===== src/rtl/av_irq_pkg.sv =====
package av_irq_pkg;

    localparam int REG_AW = 2;

    localparam logic [REG_AW-1:0] RA_ENABLE = 2'd0;
    localparam logic [REG_AW-1:0] RA_FLAG   = 2'd1;
    localparam logic [REG_AW-1:0] RA_SETUP  = 2'd2;

    typedef enum logic [1:0] {
        FS_IDLE  = 2'd0,
        FS_PASS  = 2'd1,
        FS_SUBST = 2'd2
    } fetch_state_e;

endpackage


===== src/rtl/av_irq_regs.sv =====
module av_irq_regs
    import av_irq_pkg::*;
#(
    parameter int                   NUM_SLOTS = 31,
    parameter logic [NUM_SLOTS-1:0] RSVD_MASK = 31'h0602_0080
) (
    input  logic                 clk,
    input  logic                 rst_n,
    input  logic [NUM_SLOTS-1:0] src_pulse,
    input  logic                 reg_wr,
    input  logic [REG_AW-1:0]    reg_addr,
    input  logic [NUM_SLOTS-1:0] reg_wdata,
    output logic [NUM_SLOTS-1:0] reg_rdata,
    output logic [NUM_SLOTS-1:0] flag_q,
    output logic [NUM_SLOTS-1:0] en_q,
    output logic                 av_en_q
);

    logic                 wr_en_reg;
    logic                 wr_flag_reg;
    logic                 wr_setup_reg;
    logic [NUM_SLOTS-1:0] clr_mask;

    assign wr_en_reg    = reg_wr && (reg_addr == RA_ENABLE);
    assign wr_flag_reg  = reg_wr && (reg_addr == RA_FLAG);
    assign wr_setup_reg = reg_wr && (reg_addr == RA_SETUP);
    assign clr_mask     = wr_flag_reg ? reg_wdata : '0;

    // per-slot storage; reserved slots hold no state at all
    for (genvar g = 0; g < NUM_SLOTS; g++) begin : g_slot
        if (RSVD_MASK[g]) begin : g_hole
            assign flag_q[g] = 1'b0;
            assign en_q[g]   = 1'b0;
        end else begin : g_live
            always_ff @(posedge clk or negedge rst_n) begin
                if (!rst_n) begin
                    flag_q[g] <= 1'b0;
                    en_q[g]   <= 1'b0;
                end else begin
                    // a new pulse outranks a simultaneous clear
                    flag_q[g] <= (flag_q[g] & ~clr_mask[g]) | src_pulse[g];
                    if (wr_en_reg) begin
                        en_q[g] <= reg_wdata[g];
                    end
                end
            end
        end
    end

    always_ff @(posedge clk or negedge rst_n) begin
        if (!rst_n) begin
            av_en_q <= 1'b0;
        end else if (wr_setup_reg) begin
            av_en_q <= reg_wdata[0];
        end
    end

    always_comb begin
        unique case (reg_addr)
            RA_ENABLE: reg_rdata = en_q;
            RA_FLAG:   reg_rdata = flag_q;
            RA_SETUP:  reg_rdata = {{(NUM_SLOTS-1){1'b0}}, av_en_q};
            default:   reg_rdata = '0;
        endcase
    end

endmodule


===== src/rtl/av_irq_prio.sv =====
module av_irq_prio #(
    parameter int NUM_SLOTS   = 31,
    parameter int VEC_W       = 8,
    parameter int STRIDE_LOG2 = 2
) (
    input  logic [NUM_SLOTS-1:0] active,
    output logic                 any_o,
    output logic [VEC_W-1:0]     vec_o
);

    localparam int IDX_W = (NUM_SLOTS > 1) ? $clog2(NUM_SLOTS) : 1;

    logic [IDX_W-1:0] win_idx;

    // scan from the lowest priority upward so the lowest index is kept
    always_comb begin
        any_o   = 1'b0;
        win_idx = '0;
        for (int i = NUM_SLOTS - 1; i >= 0; i--) begin
            if (active[i]) begin
                any_o   = 1'b1;
                win_idx = IDX_W'(i);
            end
        end
    end

    assign vec_o = any_o ? (VEC_W'(win_idx) << STRIDE_LOG2) : '0;

endmodule


===== src/rtl/av_irq_splice.sv =====
module av_irq_splice
    import av_irq_pkg::*;
#(
    parameter int              ADDR_W   = 16,
    parameter int              VEC_W    = 8,
    parameter logic [ADDR_W-1:0] LOW_ADDR = 16'h0045
) (
    input  logic              clk,
    input  logic              rst_n,
    input  logic              av_en,
    input  logic [VEC_W-1:0]  vec_cur,
    input  logic              fetch_en,
    input  logic [ADDR_W-1:0] fetch_addr,
    input  logic [7:0]        mem_rdata,
    output logic [7:0]        fetch_rdata
);

    fetch_state_e     state_q;
    fetch_state_e     state_d;
    logic [VEC_W-1:0] vec_hold_q;
    logic             hit;

    assign hit = fetch_en && av_en && (fetch_addr == LOW_ADDR);

    // state register and vector snapshot
    always_ff @(posedge clk or negedge rst_n) begin
        if (!rst_n) begin
            state_q    <= FS_IDLE;
            vec_hold_q <= '0;
        end else begin
            state_q <= state_d;
            if (hit) begin
                vec_hold_q <= vec_cur;
            end
        end
    end

    // next state
    always_comb begin
        state_d = FS_IDLE;
        unique case (state_q)
            FS_IDLE, FS_PASS, FS_SUBST: begin
                if (hit) begin
                    state_d = FS_SUBST;
                end else if (fetch_en) begin
                    state_d = FS_PASS;
                end else begin
                    state_d = FS_IDLE;
                end
            end
            default: state_d = FS_IDLE;
        endcase
    end

    // outputs
    always_comb begin
        unique case (state_q)
            FS_SUBST: fetch_rdata = 8'(vec_hold_q);
            default:  fetch_rdata = mem_rdata;
        endcase
    end

endmodule


===== src/rtl/av_irq_ctrl.sv =====
module av_irq_ctrl
    import av_irq_pkg::*;
#(
    parameter int                   NUM_SLOTS = 31,
    parameter logic [NUM_SLOTS-1:0] RSVD_MASK = 31'h0602_0080,
    parameter int                   ADDR_W    = 16,
    parameter logic [ADDR_W-1:0]    LOW_ADDR  = 16'h0045
) (
    input  logic                 clk,
    input  logic                 rst_n,
    input  logic [NUM_SLOTS-1:0] src_pulse,
    input  logic                 reg_wr,
    input  logic [1:0]           reg_addr,
    input  logic [NUM_SLOTS-1:0] reg_wdata,
    output logic [NUM_SLOTS-1:0] reg_rdata,
    input  logic                 fetch_en,
    input  logic [ADDR_W-1:0]    fetch_addr,
    input  logic [7:0]           mem_rdata,
    output logic [7:0]           fetch_rdata,
    output logic                 irq_out,
    output logic [7:0]           vec_out
);

    localparam int VEC_W       = 8;
    localparam int STRIDE_LOG2 = 2;

    logic [NUM_SLOTS-1:0] flag_q;
    logic [NUM_SLOTS-1:0] en_q;
    logic                 av_en_q;
    logic [NUM_SLOTS-1:0] active;

    av_irq_regs #(
        .NUM_SLOTS (NUM_SLOTS),
        .RSVD_MASK (RSVD_MASK)
    ) u_regs (
        .clk       (clk),
        .rst_n     (rst_n),
        .src_pulse (src_pulse),
        .reg_wr    (reg_wr),
        .reg_addr  (reg_addr),
        .reg_wdata (reg_wdata),
        .reg_rdata (reg_rdata),
        .flag_q    (flag_q),
        .en_q      (en_q),
        .av_en_q   (av_en_q)
    );

    assign active = flag_q & en_q;

    av_irq_prio #(
        .NUM_SLOTS   (NUM_SLOTS),
        .VEC_W       (VEC_W),
        .STRIDE_LOG2 (STRIDE_LOG2)
    ) u_prio (
        .active (active),
        .any_o  (irq_out),
        .vec_o  (vec_out)
    );

    av_irq_splice #(
        .ADDR_W   (ADDR_W),
        .VEC_W    (VEC_W),
        .LOW_ADDR (LOW_ADDR)
    ) u_splice (
        .clk         (clk),
        .rst_n       (rst_n),
        .av_en       (av_en_q),
        .vec_cur     (vec_out),
        .fetch_en    (fetch_en),
        .fetch_addr  (fetch_addr),
        .mem_rdata   (mem_rdata),
        .fetch_rdata (fetch_rdata)
    );

endmodule


===== config.mk =====
export PLATFORM = sky130hd
export DESIGN_NAME = av_irq_ctrl
export DESIGN_NICKNAME = d
export VERILOG_FILES = /design/src/rtl/av_irq_pkg.sv /design/src/rtl/av_irq_regs.sv /design/src/rtl/av_irq_prio.sv /design/src/rtl/av_irq_splice.sv /design/src/rtl/av_irq_ctrl.sv
export SDC_FILE = /design/constraint.sdc
export NUM_CORES = 1
export LEC_CHECK = 0
export BUFFER_PORTS_ARGS = -buffer_cell sky130_fd_sc_hd__buf_4
export CORE_UTILIZATION = 44
export DETAILED_ROUTE_END_ITERATION = 8
export HOLD_SLACK_MARGIN = 0.1
export PLACE_DENSITY = 0.77
export SYNTH_ARGS = -nofsm -noshare
export SYNTH_HDL_FRONTEND = slang
export SYNTH_SLANG_ARGS = --single-unit

===== constraint.sdc =====
create_clock -name clk -period 2.2 [get_ports clk]
set_clock_uncertainty 0.2 [all_clocks]
set_input_delay 0.22 -clock clk [delete_from_list [all_inputs] [get_ports clk]]
set_output_delay 0.22 -clock clk [all_outputs]
set_load 0.02 [all_outputs]

==> key figures, run 1 <==
Setup path
  – Worst Path Arrival: 2.47 ns
  – Critical Path Sink Type: output pin
  – CP max FO: 4
  – CP startpoint kind: flop
  – CP required: 1.78 ns
  – CP Class: reg2out

Route
  – Drt pass-1 iters: 5
  – Post-route ant nets: 0
  – Initial drt markers: 250
  – Via count: 3,923
  – Via-per-instance ratio: 5.50
  – WL final: roughly 13 mm
  – WL/cell: about 18 µm
  – DRC: 0

Synthesis
  – Largest cells by area after synthesis: dfrtp_1, mux2_2, mux2i_1, a21o_1, nand2_1
  – Asr flop ratio synth: between 90% and 100%
  – Top-area cell type share of the netlist area: 45.9%
  – Synthesized area: 3380 µm²
  – Top cell type by total area after synthesis: dfrtp_1
  – Synth top cells by count: dfrtp_1, nand2_1, mux2_2
  – Post-synth EDFFs: 0
  – Sequential area share after synthesis: between 40% and 50%
  – Synth warn: 0
  – #FFs+latches synth: 62
  – Synth Instances: ~320
  – Distinct cells, synth: 46
  – Ys flop type: dfrtp_1
  – Mapped Avg Cell Area: 10.5 µm²
  – Cell with the most instances after synthesis: dfrtp_1

Placed design
  – Count of input and output buffers: 124
  – Placer Congestion: 0.818
  – HPWL Detailed: 7.08 mm
  – Post-Place Setup Slack: -0.217 ns

Clock tree
  – Max clock buf depth: 2
  – CTS tree: done
  – Clk slew on worst S/H paths: approximately 0.070 ns
  – CTS Buf Count: 9
  – Clock Latency Late Sink: 0.36 ns
  – CTS H-tree lvls: 3
  – Clock Root Buffer: clkbuf_8
  – CTS Sinks: 62

Finish
  – Diode count: 0
  – Share of cells above drive strength 1: approximately 45%
  – Nets: approximately 700
  – Synth-to-Final Area Change: 82.4%
  – Fin util: 84.2%

Floorplanning
  – Die Wd: 89.7 µm
  – Starting Density: 46.2%
  – Top-Level Pins: 140
  – Die area: 8040 µm²
  – Core footprint: 7330 µm²
  – # rows: 31
  – Die Ht: 89.7 µm

Flow run
  – Max-Cap Viols: 0

Global route
  – Grt total ovfl: 0
  – Initial antenna violation count: 0
  – Overall Global Routing Usage: 31.2%
  – Vias in the first global route: approximately 4,000
  – First-pass GRT wire length: around 18 mm
  – Largest net degree at the start of global routing: 63

Timing
  – Tcrit/Tclk final: 132%
  – Unrepaired setup endpoints after global routing: yes
  – Min Tclk post-route: roughly 2.9 ns
  – Fin. Hold Viols: 0
  – Max-slew violations: 0
  – Worst slew pin tran: 0.790 ns
  – Final setup viols: 9
  – Achievable Freq: 345 MHz
  – Final worst slack: -0.694 ns
  – Slew headroom: between 40% and 50%

Pwr
  – Pwr/cell area: ~600 nW/µm²
  – Leak: 2.78 nW
  – Max VDD drop: ~420 µV

Run status
  – Failing checks: setup timing
  – Status: complete, but fails checks

Min path
  – Hold Path Class: in2reg
-- worst max-delay path, cell delays in order (launching register included) --
cell and delay, ns:
dfrtp_1 0.39, a222oi_1 0.41, nand3_1 0.22, or4b_4 0.64, o211ai_1 0.21, nand2_2 0.10
buf_6 0.15
-- state kept, by name, indices dropped and copies added (netlist names) --
name / cells
u_regs.en_q: 27
u_regs.flag_q: 27
u_splice.vec_hold_q: 5
u_splice.state_q: 2
u_regs.av_en_q: 1
-- routing by layer --
metal | GRT usage (%) | vias to the layer above | wire, µm
met5 | 0 | - | 0
met2 | 58.1 | 207 | 6650
met1 | 34.1 | 1903 | 4790
li1 | - | 1751 | -
met3 | 4.66 | 62 | 729
met4 | 16.9 | 0 | 554
-- cell usage in the layout, fill, tap and decap left out, types with 4 or more instances in the layout --
master         Yosys  routed
conb_1             1       7
dfrtp_1           62      62
mux2_2            36      35
buf_4              7     196
a222oi_1           6       6
nand3_1           10       6
mux2i_1           27      27
dlygate4sd3_1      0      88
clkbuf_8           0      12
a22o_1             4       4
buf_6              0       7
nor2_1            31      30
a22oi_1            7       7
a21o_1            27      27
nand2_1           43      42
-- final timing paths --
check	cells past startpoint	from	slack, ns	to
min	3	fetch_addr[9]	0.16	u_splice.state_q[1]
min reg2reg	1	u_splice.vec_hold_q[6]	0.30	u_splice.vec_hold_q[6]
max in group asynchronous	2	rst_n	0.99	u_splice.state_q[0]
min in group asynchronous	2	rst_n	0.28	u_regs.flag_q[24]
max	6	u_regs.flag_q[21]	-0.69	vec_out[2]
max reg2reg	6	u_regs.flag_q[21]	-0.25	u_splice.vec_hold_q[2]
-- per-stage QoR --
stage / TNS, ns / cells / total power, mW / hold WS [ns] / cell area (µm²)
2_1_floorplan: -0.413 / 327 / 1.93 / -0.276 / 3440
3_3_place_gp: -0.600 / 597 / 2.51 / 0.137 / 4910
4_1_cts: -3.01 / 704 / 3.61 / 0.162 / 6050
3_5_place_dp: -0.987 / 597 / 2.54 / 0.142 / 4910
6_report: -3.76 / 713 / 3.72 / 0.157 / 6170
5_1_grt: -4.59 / 713 / 3.88 / 0.173 / 6170
-- final cells by class --
type,count,area (µm²)
timing repair buffer,292,2450
multi-input combinational,244,1860
sequential,62,1550
fill,376,1160
clock buffer,13,169
tap,99,124
clock inverter,3,17.5
-- logic make-up (layout without fill, tap and decap cells) --
kind of cell / Yosys count / in the layout / synth area share [%]
compound gates: 67 / 67 / 15.8
buf+inv: 21 / 308 / 3.11
flops: 62 / 62 / 45.9
mux: 64 / 64 / 20.4
other cells: 1 / 7 / 0.111
simple gates: 106 / 106 / 14.7
-- power by group --
part | total [mW] | switching [mW] | internal [mW]
Combinational | 1.42 | 0.659 | 0.765
Clock | 0.957 | 0.460 | 0.498
Sequential | 1.34 | 0.0836 | 1.26
Total | 3.72 | 1.20 | 2.52
-- what timing repair did --
item	CTS	global route
setup endpoints to repair	9	16
endpoints found under the hold margin	119	0
pin swaps	7	10
buffers inserted	4	9
gates resized for setup	10	10
hold buffers	88	0
Note: power is estimated with default switching activity, not from simulation.
==> inputs of run 2 (changes only) <==
- CORE_ASPECT_RATIO: unset -> 1.2
- PLACE_DENSITY: 0.77 -> unset
- PLACE_DENSITY_LB_ADDON: unset -> 0.15
==> key figures, run 2 (synthesis results as in run 1) <==
Finish
  – Top Registers: u_regs.en_q (27), u_regs.flag_q (27), u_splice.vec_hold_q (5)
  – Synth-to-Final Area Change: 79.3%
  – Multi-input combinational cell area: 1810 µm²
  – Sequential standard cell area: ~1600 µm²
  – Commonest non-fill, non-tap cell in the layout: buf_4
  – Nets: 698
  – Finished Cell Area: 6060 µm²
  – Diode count: 0
  – Most frequent cells in the layout: buf_4, dlygate4sd3_1, dfrtp_1
  – Filler cell count: 420
  – Share of cells above drive strength 1: 43.9%

Route
  – WL/cell: 16.9 µm
  – WL final: between 10 and 15 mm
  – Post-route ant nets: 0
  – Via count: approximately 3,800
  – DRC: 0
  – Drt pass-1 iters: 5
  – Initial drt markers: 161
  – Via-per-instance ratio: 5.39

Run status
  – Failing checks: setup timing
  – Status: complete, but fails checks

Pwr
  – Max VDD drop: 524 µV
  – Sw Share: 31.0%
  – Leak: 2.75 nW
  – Clk pwr share: 26.8%
  – Int Pwr: 2.54 mW
  – Pwr/cell area: about 600 nW/µm²
  – Comb pwr share: 36.9%
  – Net Sw Power: 1.14 mW
  – Flop pwr share: 36.3%

Floorplanning
  – Starting Density: 46.0%
  – Core footprint: 7360 µm²
  – Die Ht: 98.1 µm
  – Die Wd: 82.0 µm
  – # rows: 34
  – Die area: 8040 µm²
  – Top-Level Pins: 140

Placed design
  – Count of input and output buffers: 124
  – Placer Congestion: 0.884
  – DP Area: 4880 µm²
  – HPWL Detailed: ~7.2 mm
  – Post-Place Setup Slack: -0.177 ns

Clock tree
  – Clock Root Buffer: clkbuf_8
  – CTS Sinks: 62
  – CTS Buf Count: 9
  – Clock Latency Late Sink: roughly 0.35 ns
  – CTS tree: done
  – Max clock buf depth: 2
  – CTS H-tree lvls: 3
  – Clk slew on worst S/H paths: 0.06 ns

Setup path
  – CP required: around 1.8 ns
  – CP startpoint kind: flop
  – Worst path cell trace: a222oi_1, nand3_1, or4b_4, o211ai_1, nand2_2, buf_6
  – Worst Path Arrival: 2.36 ns
  – Worst path max stage delay: 0.61 ns
  – Worst reg2reg path depth: 7
  – Worst r2r src: u_regs.flag_q[6]
  – CP Class: reg2out
  – Buf+Inv Stages, Crit Path: 1
  – R2r endpoint: u_splice.vec_hold_q[4]
  – Critical Path Sink Type: output pin
  – CP max-delay cell: or4b_4
  – CP top delay family: simple AND/OR/NAND/NOR gates
  – Flop2flop setup slack: -0.28 ns
  – CP max FO: 4

Timing
  – Fin. Hold Viols: 0
  – Setup TNS: -3.04 ns
  – Achievable Freq: 360 MHz
  – Final setup viols: 9
  – Slew headroom: a little under half
  – Unrepaired setup endpoints after global routing: yes
  – Max-slew violations: 0
  – Final worst slack: -0.577 ns
  – Tcrit/Tclk final: 126%
  – Worst slew pin tran: 0.799 ns
  – Min Tclk post-route: 2.78 ns

Global route
  – Grt total ovfl: 0
  – Overall Global Routing Usage: a little under a third
  – Vias in the first global route: 3,921
  – First-pass GRT wire length: roughly 18 mm
  – Initial antenna violation count: 0
  – Largest net degree at the start of global routing: 63

Min path
  – Hold Path End: u_splice.state_q[1]
  – Hold Path Stages: 3
  – Hold path startpoint: fetch_addr[9]
  – Hold Path Class: in2reg

Flow run
  – Max-Cap Viols: 0
run 2: cell types whose count changed in the layout (fill, tap and decap cells not counted), moves of 2 or more:
cell      before  now
clkinv_2       2    4
clkbuf_8      12   10
buf_6          7    4
nand3_1        6    8
nand3_4        2    0
run 2: worst max-delay path by stage:
stage                            startpoint                     end  slack, ns  cells past startpoint
after floorplan            u_regs.flag_q[6]  u_splice.vec_hold_q[3]      -0.17                      6
after global placement      u_regs.en_q[28]              vec_out[2]      -0.14                      6
after detailed placement    u_regs.en_q[28]              vec_out[2]      -0.18                      6
after CTS                 u_regs.flag_q[28]              vec_out[2]      -0.52                      6
after global routing       u_regs.flag_q[6]              vec_out[2]      -0.66                      6
final                      u_regs.flag_q[6]              vec_out[2]      -0.58                      6
run 2: per-stage QoR:
step                power [mW]  std cells  utilization [%]  hold slack, ns
floorplan                 1.93        327                -          -0.276
global route              3.85        700             82.4           0.172
finish                    3.69        700             82.4           0.182
CTS                       3.64        696             81.9           0.173
detailed placement        2.52        587             66.4           0.155
global placement          2.50        587             66.4           0.140
run 2: layer usage:
layer,track usage [%],part of all wire [%]
met2,54.7,52
met4,13.1,2.6
met3,5.51,5.9
met1,34.3,39
met5,0,0
run 2: layout make-up:
cell class | count | share of cell area (%)
clock inverters | 5 | 0.825
clock buffers | 10 | 2.27
well taps | 90 | 1.86
flip-flops and latches | 62 | 25.6
repair buffers | 289 | 39.7
multi-input cells | 244 | 29.8
run 2: repair_timing:
action,4_1_cts,5_1_grt
hold endpoints to repair,119,0
resized for setup,8,1
cloned,0,0
buffers inserted,6,5
endpoints found under the setup margin,9,9
hold buffers,88,0
pin swaps,6,5
run 2: worst register-to-register path: stages (launching register included):
cell	delay, ns
dfrtp_1	0.39
a222oi_1	0.43
nand3_1	0.19
or4b_4	0.61
nand3_2	0.11
a21oi_2	0.05
buf_4	0.14
mux2_4	0.25
run 2: power groups by stage:
| stage | clock [mW] | combinational (mW) | sequential [mW] |
|---|---|---|---|
| after detailed placement | 0 | 1.17 | 1.35 |
| after floorplan | 0 | 0.550 | 1.38 |
| after CTS | 0.990 | 1.32 | 1.33 |
| final | 0.987 | 1.36 | 1.34 |
| after global routing | 1.04 | 1.46 | 1.35 |
| after global placement | 0 | 1.15 | 1.35 |
==> inputs of run 3 (changes only) <==
- PLACE_DENSITY: unset -> 0.81
- PLACE_DENSITY_LB_ADDON: 0.15 -> unset
==> key figures, run 3 (synthesis results as in run 1) <==
Clock tree
  – Clock Root Buffer: clkbuf_8
  – Max clock buf depth: 2
  – Clock Latency Late Sink: around 0.34 ns
  – CTS Sinks: 62
  – CTS H-tree lvls: 3
  – CTS Buf Count: 9
  – CTS tree: done
  – Clk slew on worst S/H paths: 0.06 ns

Setup path
  – Flop2flop setup slack: -0.33 ns
  – Critical Path Sink Type: output pin
  – Worst reg2reg path depth: 7
  – R2r endpoint: u_splice.vec_hold_q[4]
  – Worst r2r src: u_regs.en_q[28]
  – CP Class: reg2out
  – CP required: 1.78 ns
  – CP startpoint kind: flop
  – Worst Path Arrival: 2.39 ns
  – CP max FO: 4

Run status
  – Status: complete, but fails checks
  – Failing checks: setup timing

Pwr
  – Leak: 2.72 nW
  – Net Sw Power: between 1 and 1.5 mW
  – Comb pwr share: 38.6%
  – Total power: 3.60 mW
  – Flop pwr share: 37.3%
  – Sw Share: 31.9%
  – Pwr/cell area: 596 nW/µm²
  – Clk pwr share: 24.1%
  – Max VDD drop: 378 µV
  – Int Pwr: 2.45 mW

Flow run
  – Max-Cap Viols: 0

Timing
  – Unrepaired setup endpoints after global routing: yes
  – Final worst slack: -0.607 ns
  – Worst slew pin tran: roughly 0.8 ns
  – Final setup viols: 9
  – Min Tclk post-route: 2.81 ns
  – Fin. Hold Viols: 0
  – Slew headroom: a little under half
  – Achievable Freq: 356 MHz
  – Max-slew violations: 0
  – Setup TNS: -3.11 ns
  – Tcrit/Tclk final: 128%
  – Hold WS: 0.222 ns

Floorplanning
  – Starting Density: 46.0%
  – Top-Level Pins: 140
  – # rows: 34
  – Die area: 8040 µm²
  – Die Wd: 82.0 µm
  – Core footprint: approximately 7400 µm²
  – Die Ht: 98.1 µm

Placed design
  – DP Area: 4890 µm²
  – HPWL Detailed: 7.37 mm
  – Placed cell count: 588
  – Placer Congestion: approximately 0.86
  – Post-Place Setup Slack: -0.204 ns
  – Count of input and output buffers: between 100 and 150

Finish
  – Fin util: approximately 82%
  – Share of cells above drive strength 1: roughly 43%
  – Synth-to-Final Area Change: 78.6%
  – Final instance count without filler cells: 700
  – Commonest non-fill, non-tap cell in the layout: buf_4
  – Most frequent cells in the layout: buf_4, dlygate4sd3_1, dfrtp_1
  – Finished Cell Area: ~6000 µm²
  – Top Registers: u_regs.en_q (27), u_regs.flag_q (27), u_splice.vec_hold_q (5)
  – Diode count: 0
  – Nets: 697

Route
  – Via-per-instance ratio: between 5 and 6
  – Via count: slightly below 4,000
  – Drt pass-1 iters: 6
  – Initial drt markers: 250
  – DRC: 0
  – Post-route ant nets: 0
  – WL final: 12.6 mm
  – WL/cell: 17.9 µm

Global route
  – Grt total ovfl: 0
  – Initial antenna violation count: 0
  – Overall Global Routing Usage: ~32%
  – Largest net degree at the start of global routing: 63
  – First-pass GRT wire length: 19.5 mm
  – Vias in the first global route: 4,225

Min path
  – Hold path startpoint: fetch_addr[9]
  – Hold Path Stages: 3
  – Hold Path End: u_splice.state_q[1]
  – Hold Path Class: in2reg
-- run 3: timing repair --
item | CTS | global route
endpoints found under the setup margin | 9 | 11
setup buffers | 7 | 6
pin swaps | 7 | 10
resized for setup | 7 | 3
hold buffers | 88 | 0
endpoints found under the hold margin | 119 | 0
-- run 3: power groups by stage --
stage / Clock, mW / Combinational, mW / Sequential (mW)
after floorplan: 0 / 0.550 / 1.38
after global placement: 0 / 1.15 / 1.35
after detailed placement: 0 / 1.17 / 1.36
after CTS: 0.870 / 1.32 / 1.34
after global routing: 0.919 / 1.48 / 1.35
final: 0.866 / 1.39 / 1.34
-- run 3: how the worst max path moves through the flow --
stage                                 from                endpoint  cells after the start  slack [ns]
final                      u_regs.en_q[28]              vec_out[2]                      6       -0.61
after global routing       u_regs.en_q[28]              vec_out[2]                      6       -0.66
after CTS                   u_regs.en_q[6]              vec_out[2]                      6       -0.52
after detailed placement   u_regs.en_q[28]              vec_out[2]                      6       -0.20
after global placement     u_regs.en_q[28]              vec_out[2]                      6       -0.16
after floorplan           u_regs.flag_q[6]  u_splice.vec_hold_q[3]                      6       -0.17
-- run 3: per-layer routing --
layer  vias to the layer above  routed length [µm]  track usage (%)
met5                         -                   0                0
met4                         0                 519             18.5
met3                        55                 835             7.10
met2                       198                6720             57.9
met1                      1916                4480             34.0
li1                       1732                   -                -
-- run 3: cell type report --
cell class	instances	area, µm²
Fill cell	404	1320
Tap cell	90	113
Timing Repair Buffer	288	2390
Sequential cell	62	1550
Clock buffer	15	156
Multi-Input combinational cell	244	1820
Clock inverter	1	5.00
-- run 3: worst max-delay path: stages, from the launching register on --
cell	delay [ns]
dfrtp_1	0.39
a222oi_1	0.45
nand3_1	0.22
or4b_4	0.61
o211ai_1	0.16
nand2_2	0.09
buf_6	0.14
